## src/rtl/dcq_pkg.sv

```systemverilog
package dcq_pkg;

    typedef enum logic [1:0] {
        ST_IDLE  = 2'd0,
        ST_SCALE = 2'd1,
        ST_RUN   = 2'd2
    } dcq_state_e;

    localparam int COS_K   = 11585;
    localparam int RND_SH  = 14;
    localparam int OUT_SH  = 4;
    localparam int RES_W   = 16;

    function automatic logic bd_legal(input logic [1:0] sel);
        return sel != 2'd3;
    endfunction

    function automatic int bd_bits(input logic [1:0] sel);
        case (sel)
            2'd0:    return 8;
            2'd1:    return 10;
            default: return 12;
        endcase
    endfunction

endpackage

```

## src/rtl/dcq_scale.sv

```systemverilog
module dcq_scale #(
    parameter int IN_W  = 20,
    parameter int OUT_W = 20,
    parameter bit FINAL = 1'b0
) (
    input  logic signed [IN_W-1:0]  x,
    output logic signed [OUT_W-1:0] y
);
    import dcq_pkg::*;

    localparam int PW = IN_W + 16;
    localparam logic signed [PW-1:0] K    = PW'(COS_K);
    localparam logic signed [PW-1:0] HALF = PW'(2 ** (RND_SH - 1));
    localparam logic signed [PW-1:0] OUTH = PW'(2 ** (OUT_SH - 1));

    logic signed [PW-1:0] prod;
    logic signed [PW-1:0] rnd;

    always_comb begin
        prod = PW'(x) * K;
        rnd  = (prod + HALF) >>> RND_SH;
    end

    generate
        if (FINAL) begin : g_final
            logic signed [PW-1:0] fin;
            always_comb begin
                fin = (rnd + OUTH) >>> OUT_SH;
                y   = OUT_W'(fin);
            end
        end else begin : g_mid
            always_comb y = OUT_W'(rnd);
        end
    endgenerate

endmodule

```

## src/rtl/dcq_lane.sv

```systemverilog
module dcq_lane #(
    parameter int PIX_W = 16,
    parameter int RES_W = 16
) (
    input  logic [PIX_W-1:0]        pix,
    input  logic signed [RES_W-1:0] res,
    input  logic [PIX_W-1:0]        lim,
    output logic [PIX_W-1:0]        q
);
    localparam int SW = ((PIX_W > RES_W) ? PIX_W : RES_W) + 2;

    logic signed [SW-1:0] sum;
    logic signed [SW-1:0] lim_s;

    always_comb begin
        sum   = signed'(SW'(pix)) + SW'(res);
        lim_s = signed'(SW'(lim));
        if (sum < 0) begin
            q = '0;
        end else if (sum > lim_s) begin
            q = lim;
        end else begin
            q = sum[PIX_W-1:0];
        end
    end

endmodule

```

## src/rtl/dcq_recon.sv

```systemverilog
module dcq_recon #(
    parameter int PIX_W         = 16,
    parameter int COEF_W        = 20,
    parameter int ROW_PIX       = 4,
    parameter int TILE_ROWS     = 4,
    parameter int ROWS_PER_BEAT = 2
) (
    input  logic                                     clk,
    input  logic                                     rst_n,
    input  logic                                     dc_valid,
    output logic                                     dc_ready,
    input  logic signed [COEF_W-1:0]                 dc_coef,
    input  logic [1:0]                               dc_bd_sel,
    input  logic                                     in_valid,
    output logic                                     in_ready,
    input  logic [PIX_W*ROW_PIX*ROWS_PER_BEAT-1:0]   in_pix,
    output logic                                     out_valid,
    input  logic                                     out_ready,
    output logic [PIX_W*ROW_PIX*ROWS_PER_BEAT-1:0]   out_pix
);
    import dcq_pkg::*;

    localparam int LANES = ROW_PIX * ROWS_PER_BEAT;
    localparam int BUS_W = PIX_W * LANES;
    localparam int BEATS = TILE_ROWS / ROWS_PER_BEAT;
    localparam int CW    = $clog2(BEATS + 1);

    typedef struct packed {
        dcq_state_e               st;
        logic signed [COEF_W-1:0] acc;
        logic signed [RES_W-1:0]  res;
        logic [PIX_W-1:0]         lim;
        logic [CW-1:0]            nin;
        logic [CW-1:0]            nout;
        logic                     ov;
        logic [BUS_W-1:0]         opix;
    } regs_t;

    regs_t r_d, r_q;

    logic signed [COEF_W-1:0] t1;
    logic signed [RES_W-1:0]  res_n;
    logic [BUS_W-1:0]         lane_out;
    logic [PIX_W-1:0]         lim_cur;
    logic                     dc_fire, in_fire, out_fire;

    dcq_scale #(.IN_W(COEF_W), .OUT_W(COEF_W), .FINAL(1'b0)) u_scale_a (
        .x (dc_coef),
        .y (t1)
    );

    dcq_scale #(.IN_W(COEF_W), .OUT_W(RES_W), .FINAL(1'b1)) u_scale_b (
        .x (r_q.acc),
        .y (res_n)
    );

    generate
        for (genvar i = 0; i < LANES; i++) begin : g_lane
            dcq_lane #(.PIX_W(PIX_W), .RES_W(RES_W)) u_lane (
                .pix (in_pix[i*PIX_W +: PIX_W]),
                .res (r_q.res),
                .lim (r_q.lim),
                .q   (lane_out[i*PIX_W +: PIX_W])
            );
        end
    endgenerate

    always_comb begin
        dc_ready = (r_q.st == ST_IDLE);
        in_ready = (r_q.st == ST_RUN) && (r_q.nin < CW'(BEATS))
                   && (!r_q.ov || out_ready);
        dc_fire  = dc_valid && dc_ready;
        in_fire  = in_valid && in_ready;
        out_fire = r_q.ov && out_ready;
        lim_cur  = r_q.lim;

        r_d = r_q;
        case (r_q.st)
            ST_IDLE: begin
                if (dc_fire && bd_legal(dc_bd_sel)) begin
                    r_d.acc = t1;
                    r_d.lim = PIX_W'((1 << bd_bits(dc_bd_sel)) - 1);
                    r_d.st  = ST_SCALE;
                end
            end
            ST_SCALE: begin
                r_d.res  = res_n;
                r_d.nin  = '0;
                r_d.nout = '0;
                r_d.ov   = 1'b0;
                r_d.st   = ST_RUN;
            end
            ST_RUN: begin
                if (out_fire) begin
                    r_d.ov   = 1'b0;
                    r_d.nout = r_q.nout + 1'b1;
                    if (r_q.nout == CW'(BEATS - 1)) begin
                        r_d.st = ST_IDLE;
                    end
                end
                if (in_fire) begin
                    r_d.ov   = 1'b1;
                    r_d.opix = lane_out;
                    r_d.nin  = r_q.nin + 1'b1;
                end
            end
            default: r_d.st = ST_IDLE;
        endcase
    end

    always_ff @(posedge clk or negedge rst_n) begin
        if (!rst_n) begin
            r_q <= '{st: ST_IDLE, default: '0};
        end else begin
            r_q <= r_d;
        end
    end

    assign out_valid = r_q.ov;
    assign out_pix   = r_q.opix;

endmodule

```

## config.mk

```make
export PLATFORM = sky130hd
export DESIGN_NAME = dcq_recon
export DESIGN_NICKNAME = d
export VERILOG_FILES = /design/src/rtl/dcq_pkg.sv /design/src/rtl/dcq_scale.sv /design/src/rtl/dcq_lane.sv /design/src/rtl/dcq_recon.sv
export SDC_FILE = /design/constraint.sdc
export NUM_CORES = 1
export LEC_CHECK = 0
export BUFFER_PORTS_ARGS = -buffer_cell sky130_fd_sc_hd__buf_2
export CAP_MARGIN = 5
export CELL_PAD_IN_SITES_DETAIL_PLACEMENT = 1
export CELL_PAD_IN_SITES_GLOBAL_PLACEMENT = 2
export CORE_MARGIN = 2
export CORE_UTILIZATION = 42
export DETAILED_ROUTE_END_ITERATION = 16
export GPL_TIMING_DRIVEN = 0
export HOLD_SLACK_MARGIN = 0.02
export PLACE_DENSITY_LB_ADDON = 0.1
export SLEW_MARGIN = 40
export SYNTH_ARGS = -nofsm -noshare
export SYNTH_HDL_FRONTEND = slang
export SYNTH_SLANG_ARGS = --single-unit
```

## constraint.sdc

```tcl
create_clock -name clk -period 9.6 [get_ports clk]
set_input_delay 1.44 -clock clk [delete_from_list [all_inputs] [get_ports clk]]
set_output_delay 1.44 -clock clk [all_outputs]
set_load 0.05 [all_outputs]
```

-- After elaboration in Yosys (flattened, before gate mapping)
Index checks and enable logic that the tools add are counted.
- register bits after elaboration: 187
- bits in latches: 0
- RAM bits: 0
- memory bits (read-only): 0
- input port bits: 155
- output and inout bits: 131
- logic and storage cells: 96
- memories: 0
- $add $sub $neg: 14
- multipliers: 2
- divide/modulo/power cells: 0
- magnitude comparators: 17
- equality and inequality tests: 10
- shift-type cells: 1
- mux-type cells: 27
- bitwise operators: 0
- reduce and logical (&&, ||, !) cells: 17
- operator list (cell ; count):
    $mux 16 ; 16
    $add 17x16->18 ; 8
    $gt 18x17->1 ; 8
    $lt 18x1->1 const B ; 8
    $mux 129 ; 1
    $add 34x15->34 const B ; 2
    $mul 20x15->34 const B ; 2
    $mux 32 ; 2
    $shl 1x32->16 const A ; 1
    $mux 22 ; 1
    $add 20x5->20 const B ; 1
    $sub 16x2->16 const B ; 1
    $pmux 5 s2 ; 1
    $reduce_and 2->1 ; 5
    $eq 2x1->1 const B ; 3
    $logic_and 1x1->1 ; 6
    $mux 2 ; 3
    $ne 2x2->1 const B ; 3
    $pmux 2 s3 ; 1
    $pmux 3 s2 ; 1
    $add 2x1->2 const B ; 2
    $logic_not 2->1 ; 2
    $ne 2x1->1 const B ; 2
    $mux 3 ; 1
    7 further kinds ; 7

-- Longest topological paths before layout
- word-level depth: 7
- mapped depth: 22
- gate-level depth less buffers: 22

-- Hierarchy
From an unflattened synthesis, not the netlist that was laid out.
- cell total of the unflattened synthesis: 3138
- area total of the unflattened synthesis: 29296.8 um2
- by module, submodules not included (module ; instances ; cells an instance ; area each (um2) ; seq. area each (um2)):
    dcq_lane ; 8 ; 199 ; 1460.2 ; 0.0
    dcq_recon ; 1 ; 560 ; 8099.0 ; 4404.2
    dcq_scale at u_scale_b ; 1 ; 531 ; 4983.5 ; 0.0
    dcq_scale at u_scale_a ; 1 ; 455 ; 4533.1 ; 0.0

-- Least setup slack after synthesis
OpenSTA, ideal clock, no wires.
- path type: input to register
- start: input dc_coef[3]
- end: register r_q[176] (netlist name)
- setup time: 0.133 ns
- arrival: 6.422 ns
- data required time: 9.467 ns
- setup slack: 3.045 ns
- stages on the path: 19
- path buffers: 0
- cell sequence: ha_1 -> fa_1 -> inv_1 -> fa_1 -> inv_1 -> fa_1 -> fa_1 -> fa_1 -> ha_1 -> nand2_1 -> nor2_1 -> a211oi_1 -> o31ai_1 -> o311a_1 -> o21ai_0 -> and2_1 -> o31ai_1 -> a2111oi_0 -> nor2_1
- longest elaborated chain between the ends: 2
- RTL lines (item ; line ; RTL):
    start: declaration ; dcq_recon.sv:12 ; input logic signed [COEF_W-1:0] dc_coef,
    $mul 20x15->34 ; dcq_scale.sv:20 ; prod = PW'(x) * K;
    $add 34x15->34 ; dcq_scale.sv:21 ; rnd = (prod + HALF) >>> RND_SH;
    end signal: assignment ; dcq_recon.sv:115 ; r_q <= r_d;
    end: declaration ; dcq_recon.sv:39 ; regs_t r_d, r_q;
No other way between the ends.
A chain may end at the register's enable or synchronous reset.

-- Worst setup path after layout
- start: input dc_coef[13]
- end: register r_q[184] (netlist name)
Same word-level chain as after synthesis.

==> results.cfg <==
[logic_synthesis]
mappedNetlistNets = 3587
yosys-top-cells-area = ha_1 (26%), dfrtp_1 (17%), fa_1 (12%), inv_1 (5.0%), buf_4 (3.9%)
synthDistinctLibCells = 98
ys_warn_count = 0
synth_seq_area_share_pct = 17.1
synth_flop_cell = dfrtp_1
avgSynthCellArea_um2 = 9.41
synth_cells = 2736
synth-edff-count = 0
synth_area_um2 = 25700
synth_top_area_cell = ha_1
async_flop_share_pct = 100
synth_seq_cells = 176
synth.top_cell.area_share_pct = 26.0

[floorplanning]
fp.dieW_um = 252
start_util_pct = 42.6
coreArea_um2 = 60500
io_pins = 286
die_area_um2 = 63300
die_h_um = 252
rows = 90

[sta]
clock.fmax_ghz = 0.149
maxSlewViolCount = 0
period_minus_slack_ns = 6.72
tns_ns = 0
rsz0062_at_grt = false
finalClockSkew_ns = 0.0129
hold_viol = 0
worstMarginPinSlew_ns = 0.842
fin_crit_sh_pct = 70.0
setup_viol = 0
relSlewSlack_pct = 43.9

[clock_tree]
hold_buffers = 0
clockRootBuffer = clkbuf_16
clock-sinks = 176
htree_levels = 4
cts_tree = yes
numCtsBuffers = 17
clk_pin_slew_ns = 0.07
post_cts_buffers = 0
clk_path_buf_depth = 2
cts-resized-gates = 0
insertion_delay_ns = 0.50

[drt]
drt-initial-drc-count = 748
via_per_inst = 5.60
vias = 21505
wl_per_cell_um = 21.8
drc_errors = 0
drt-total-wl_mm = 83.7
dr.pass1.iters = 5
ant_nets = 0

[place]
hpwl_mm = 69.1
place_congestion = 0.910
io_buffers = 285
placed_cells = 3807
placed_area_um2 = 28300

[global_route]
grt_start_max_net_pins = 73
grt_pass1_vias = 23323
gr-total-overflow = 0
track_usage_pct = 27.0
antenna_found_initial = 9
grt_pass1_wl_mm = 131

[layout]
area_growth_pct = 12.3
mostFrequentLayoutCells = ha_1 (536), inv_1 (339), buf_2 (288)
drive_above_1_share_pct = 17.5
final_common_cell = ha_1
fillers = 7032
seqCellArea_um2 = 4420
nNetsFinal = 3895
multi_input_area_um2 = 18900
final_cell_area_um2 = 28900
fin_cells = 3842

[outcome]
status = finished, final reports clean

[critical_path]
worstSetupEndpointType = flip-flop
cpPeakStageDelay_ns = 0.54
cp_top_family = adder cells
start_kind = input port
cp_max_fo = 6
cp_data_required_time_ns = 9.97
crit_slowest_cell = fa_1
worstSetupPathType = in -> reg
arrival_ns = 7.09
path_cells = buf_2, ha_1, inv_1, fa_1, inv_1, fa_1, inv_1, fa_1, inv_1, fa_1, ha_1, ha_1, a21oi_1, o21ai_0, a21oi_1, o21ai_0, a2111o_1, a211oi_1, o31ai_1, a21oi_1, xnor2_1, o21ai_0
cp_num_buf_inv = 5

[min_path]
min-delay-path-class = reg -> reg

[flow_run]
cap_viol_max_count = 0
[per-layer routing]
| metal | GRT usage [%] | wire (µm) |
|---|---|---|
| met5 | 0 | 78 |
| met4 | 12.0 | 3450 |
| met3 | 3.99 | 3310 |
| met2 | 48.0 | 41600 |
| met1 | 32.1 | 35200 |
[cell type report]
cell class                 instances  share of cell area (%)
antenna                            3                  0.0260
buffer                           175                    4.15
clock buffer                      18                    1.52
clock inverter                    14                   0.575
inverter                         343                    4.46
multi-input combinational       2042                    65.3
sequential                       176                    15.3
tap                              782                    3.38
timing repair buffer             289                    5.32
[sequential cells by signal, summed over array words and instances (netlist names)]
name / count
lim_cur: 5
out_pix: 128
out_valid: 1
r_q: 42
[path summary, 6_finish.rpt]
kind | slack, ns | end | cells past startpoint | from
setup / recovery | 2.88 | r_q[184] | 22 | dc_coef[13]
hold / removal | 0.48 | out_pix[77] | 2 | out_pix[77]
setup reg to reg | 3.09 | r_q[164] | 22 | r_q[168]
hold reg to reg | 0.48 | out_pix[77] | 2 | out_pix[77]
max in group asynchronous | 8.08 | r_q[184] | 2 | rst_n
min in group asynchronous | 0.82 | out_pix[55] | 1 | rst_n
[synth_stat cells (5+ instances only)]
library cell	instances
nor3_2	5
o211ai_1	9
a221o_1	94
nor3_1	41
a31oi_1	14
o21bai_1	21
a2111oi_0	6
dfrtp_1	176
ha_1	536
a22o_1	10
or3_1	9
and3_1	14
nand3b_1	5
a21oi_1	145
nor3b_1	7
o21ai_1	8
xnor2_1	110
a211o_1	8
buf_4	134
nand2b_1	27
nor2b_1	28
clkbuf_1	32
nor4_1	7
o31ai_1	17
nor2_1	110
fa_1	160
and2_1	16
a21o_1	79
xor2_1	50
mux2i_1	26
nand2_1	138
nand4_1	29
nand3_1	40
o21a_1	21
a211oi_1	31
inv_1	343
o21ai_0	123
[worst reg2reg max path, delay by kind of cell (launching register included)]
kind | cells | cell delay, ns
AOI/OAI and AO/OA | 3 | 0.53
xor gates and xnor gates | 2 | 0.63
adders and majority gates | 8 | 3.48
buffers and inverters | 4 | 0.22
DFF | 1 | 0.52
and+or+nand+nor | 5 | 1.07
[kinds of logic (layout without fill, tap and decap cells)]
logic type / count (synthesis) / count (layout) / synth area share, %
compound gates: 646 / 646 / 17.8
simple gates: 509 / 509 / 10.2
fa+ha+maj: 696 / 696 / 38.5
xor+xnor: 162 / 162 / 5.59
other cells: 0 / 3 / 0
flops: 176 / 176 / 17.1
mux: 29 / 29 / 1.14
buf+inv: 518 / 839 / 9.66
[per-stage QoR]
stage | util, % | hold WS [ns] | setup slack, ns
3_3_place_gp | 46.6 | 0.466 | 2.45
2_1_floorplan | - | 0.450 | 3.05
3_5_place_dp | 46.8 | 0.470 | 2.37
4_1_cts | 47.8 | 0.486 | 2.89
6_report | 47.8 | 0.484 | 2.88
5_1_grt | 47.8 | 0.507 | 2.52
Power is not shown: default switching activity piles up to over one toggle a cycle in this logic, so the estimate is an artifact.
